### config.mk
export PLATFORM = sky130hd
export DESIGN_NAME = alu_ripple
export DESIGN_NICKNAME = d
export VERILOG_FILES = /design/src/rtl/alu_pkg.sv /design/src/rtl/alu_full_adder.sv /design/src/rtl/alu_slice.sv /design/src/rtl/alu_ripple.sv
export SDC_FILE = /design/constraint.sdc
export NUM_CORES = 1
export LEC_CHECK = 0
export ABC_AREA = 1
export BUFFER_PORTS_ARGS = -buffer_cell sky130_fd_sc_hd__buf_2
export CAP_MARGIN = 20
export CORE_MARGIN = 2
export CORE_UTILIZATION = 30
export DETAILED_ROUTE_END_ITERATION = 16
export GPL_TIMING_DRIVEN = 1
export PLACE_DENSITY = 0.55
export SYNTH_ARGS = -nofsm -noshare
export SYNTH_HDL_FRONTEND = slang
export SYNTH_SLANG_ARGS = --single-unit
### constraint.sdc
create_clock -name vclk -period 26.9
set_input_delay 5.38 -clock vclk [all_inputs]
set_output_delay 5.38 -clock vclk [all_outputs]
set_load 0.05 [all_outputs]
### src/rtl/alu_pkg.sv
package alu_pkg;
    typedef enum logic [2:0] {
        OP_AND = 3'b000,
        OP_OR  = 3'b001,
        OP_ADD = 3'b010,
        OP_SUB = 3'b110
    } alu_op_e;

    typedef struct packed {
        logic res;
        logic cout;
    } cell_out_t;

    function automatic logic op_defined(input logic [2:0] code);
        return (code == OP_AND) || (code == OP_OR) ||
               (code == OP_ADD) || (code == OP_SUB);
    endfunction
endpackage

### src/rtl/alu_full_adder.sv
module alu_full_adder (
    input  logic x,
    input  logic y,
    input  logic cin,
    output logic sum,
    output logic cout
);
    always_comb begin
        sum  = x ^ y ^ cin;
        cout = (x & y) | (x & cin) | (y & cin);
    end
endmodule

### src/rtl/alu_slice.sv
module alu_slice
    import alu_pkg::*;
(
    input  logic       a,
    input  logic       b,
    input  logic       cin,
    input  logic [2:0] op,
    output logic       r,
    output logic       cout
);
    logic      b_eff;
    logic      fa_sum;
    logic      fa_carry;
    cell_out_t cell_d;

    assign b_eff = b ^ op[2];

    alu_full_adder u_fa (
        .x    (a),
        .y    (b_eff),
        .cin  (cin),
        .sum  (fa_sum),
        .cout (fa_carry)
    );

    always_comb begin
        cell_d = '0;
        if (op_defined(op)) begin
            unique case (op[1:0])
                2'b00:   cell_d.res = a & b_eff;
                2'b01:   cell_d.res = a | b_eff;
                2'b10:   begin
                    cell_d.res  = fa_sum;
                    cell_d.cout = fa_carry;
                end
                default: cell_d.res = 1'b0;
            endcase
        end
    end

    assign r    = cell_d.res;
    assign cout = cell_d.cout;

    always_comb begin
        if (op == OP_ADD) begin
            p_cell_parity_r6: assert (r == (a ^ b ^ cin));
        end
        if (op == OP_AND || op == OP_OR) begin
            p_cell_nocarry_r7: assert (cout == 1'b0);
        end
        if (op == OP_SUB) begin
            p_cell_sub_majority_r8: assert (cout == ((a & ~b) | (a & cin) | (~b & cin)));
        end
    end
endmodule

### src/rtl/alu_ripple.sv
module alu_ripple
    import alu_pkg::*;
#(
    parameter int WIDTH = 32
) (
    input  logic [WIDTH-1:0] opa,
    input  logic [WIDTH-1:0] opb,
    input  logic [2:0]       op,
    output logic [WIDTH-1:0] result,
    output logic             carry_out
);
    localparam int CHAIN = WIDTH + 1;

    logic [CHAIN-1:0] carry_q;

    assign carry_q[0] = op[2];

    for (genvar i = 0; i < WIDTH; i++) begin : g_cell
        alu_slice u_cell (
            .a    (opa[i]),
            .b    (opb[i]),
            .cin  (carry_q[i]),
            .op   (op),
            .r    (result[i]),
            .cout (carry_q[i+1])
        );
    end

    assign carry_out = carry_q[WIDTH];

    always_comb begin
        if (op == OP_AND) begin
            p_and_word_r1: assert (result == (opa & opb) && !carry_out);
        end
        if (op == OP_OR) begin
            p_or_word_r2: assert (result == (opa | opb) && !carry_out);
        end
        if (op == OP_ADD) begin
            p_add_word_r3: assert ({carry_out, result} == ({1'b0, opa} + {1'b0, opb}));
        end
        if (op == OP_SUB) begin
            p_sub_word_r4: assert (result == (opa - opb) && carry_out == (opa >= opb));
        end
        if (!op_defined(op)) begin
            p_bad_code_zero_r5: assert (result == '0 && !carry_out);
        end
    end
endmodule

==> results_dict.tcl <==
set metrics [dict create \
    synthCells 527 \
    drive_above_1_share 0.278 \
    grt-ovfl-total 0 \
    die-area_um2 12900 \
    initial_core_util 0.311 \
    cp_slowest_cell "fa_2" \
    ctsHoldBuffers 0 \
    grt_max_degree 34 \
    multi_input_area_um2 2790 \
    syn_nets 689 \
    ys_seq_area_frac 0 \
    post-route-drc-count 0 \
    slew_viol_final 0 \
    hpwl_mm 6.44 \
    antenna_cells 0 \
    synth_warnings 0 \
    seq_cell_count 0 \
    tightest_slew_ps 981 \
    grt_pass1_vias 3274 \
    clock_buffers 0 \
    fmax_mhz 38.4 \
    drtPass1Iterations 4 \
    crit_required_ps 21520 \
    drtIter0Drc 127 \
    min_period_ps 26060 \
    regArea_um2 0 \
    gp_congestion 0.777 \
    status "finished clean" \
    synthMuxAreaShare 0 \
    cap_violations 0 \
    portBuffers 100 \
    endpoint_kind "output port" \
    p_per_area_nw_per_um2 19.7 \
    final_nets 743 \
    maxSlewHeadroom 0.343 \
    num_vias 3032 \
    synthAdderAreaFrac 0.396 \
    arrival_ps 20680 \
    routed_wl_mm 8.62 \
    finalSetupViolCount 0 \
    grt_usage 0.134 \
    die_w_um 113 \
    period_share 0.969 \
    synth_top_family_by_area "adder cells" \
    netlist_area_um2 3590 \
    pre_cts_ws_ps -69.8 \
    p_leak_uw 0.00242 \
    synth_cell_type_count 17 \
    irDropWorstVdd_uv 7.39 \
    holdCritPathClass "in -> out" \
    antenna_found_initial 0 \
    critPathMaxFanout 4 \
    rsz0062_at_grt "yes" \
    start_kind "primary input" \
    cpPeakStageDelay_ps 530 \
    core-area_um2 11600 \
    fillCellCount 1286 \
    area_delta_synth_final_pct 12.5 \
    synth_xor_area_frac 0.0756 \
    final_core_util 0.350 \
    dieHeight_um 113 \
    via_per_inst 4.20 \
    finalWorstSetupSlack_ps 844 \
    rows 39 \
    hold_viol_final 0 \
    routedWlPerCell_um 11.9 \
    synth-simple-area-share 0.276 \
    synth_compound_area_frac 0.00453 \
    drtAntennaViolNets 0 \
    syn_area_per_cell_um2 6.82 \
    crit_type "in -> out" \
    grt_first_pass_wirelength_mm 14.5 \
    ioPinCount 100 \
    critical_path.most_common_cell "fa_2" \
]
-- critical path, delay by kind of cell --
family        cells  cell delay, ps
simple gates     32            1710
fa+ha+maj        31           11230
buf+inv          33            2130
xor+xnor          1             190
-- cell families (layout without fill, tap and decap cells) --
family | count (synthesis) | after routing
and+or+nand+nor | 213 | 213
xor gates and xnor gates | 31 | 31
adders and majority gates | 95 | 95
AOI/OAI and AO/OA | 2 | 2
buffers and inverters | 186 | 238
-- stage by stage --
step	TNS (ps)	total power, uW	hold WS, ps	cells	area, um^2
after global routing	-167	90.9	11400	722	4040
after detailed placement	-69.8	78.3	11390	721	3940
after floorplan	0	63.7	11140	527	3590
after global placement	-37.4	76.4	11390	721	3940
after CTS	0	78.9	11320	721	3950
final	0	79.7	11360	722	4040
-- where the power goes --
group | total (uW) | switching [uW] | internal, uW | leakage [uW]
Clock | 0 | 0 | 0 | 0
Sequential | 0 | 0 | 0 | 0
Combinational | 79.7 | 52.8 | 26.9 | 0.00242
-- timing repair --
item / in CTS / in global routing
setup endpoints to repair: 1 / 4
cloned: 0 / 0
pin swaps: 0 / 12
gates resized for setup: 3 / 39
setup buffers: 0 / 1
-- worst paths after layout --
| check | startpoint | to | slack (ps) | cells after the start |
|---|---|---|---|---|
| max | op[2] | result[31] | 840 | 97 |
| min | opa[31] | result[31] | 11360 | 5 |
-- synth_stat cells (3+ instances only) --
cell      count  area, um^2
buf_6         5        56.3
nand3b_1     19         143
inv_1       128         480
buf_4        38         285
xnor2_1      31         272
nor2_1       35         131
buf_2        12        60.1
nand2_1     118         443
nand3_2      10         100
fa_1         31         621
nand3_1      28         140
inv_2         3        11.3
ha_1         64         801
-- cell usage in the layout, fill, tap and decap left out --
cell type  synthesis  final
buf_2             12     97
nor2_4             2      2
nand2_1          118    118
nand3_2           10     10
o21ai_4            0      1
xnor2_2            0      1
inv_2              3      8
inv_1            128    123
buf_12             0      1
buf_4             38      7
nand3_1           28     28
ha_1              64     64
nand3b_1          19     19
nand2_4            1      1
a211oi_1           1      1
nor2_1            35     35
xnor2_1           31     30
fa_2               0     31
buf_6              5      2
-- layout make-up --
cell class                 instances  area share
multi-input combinational        341       0.691
timing repair buffer             107       0.144
inverter                         131       0.122
tap                              143      0.0442
-- metal layers --
layer / up-vias / share of wire / track usage / routed length, um
li1: 1561 / - / - / -
met5: - / 0 / 0 / 0
met1: 1392 / 0.45 / 0.172 / 3900
met2: 75 / 0.50 / 0.253 / 4290
met4: 0 / 0.0078 / 0.0114 / 67
met3: 4 / 0.041 / 0.00956 / 356
Power figures use the tool's default switching activity.
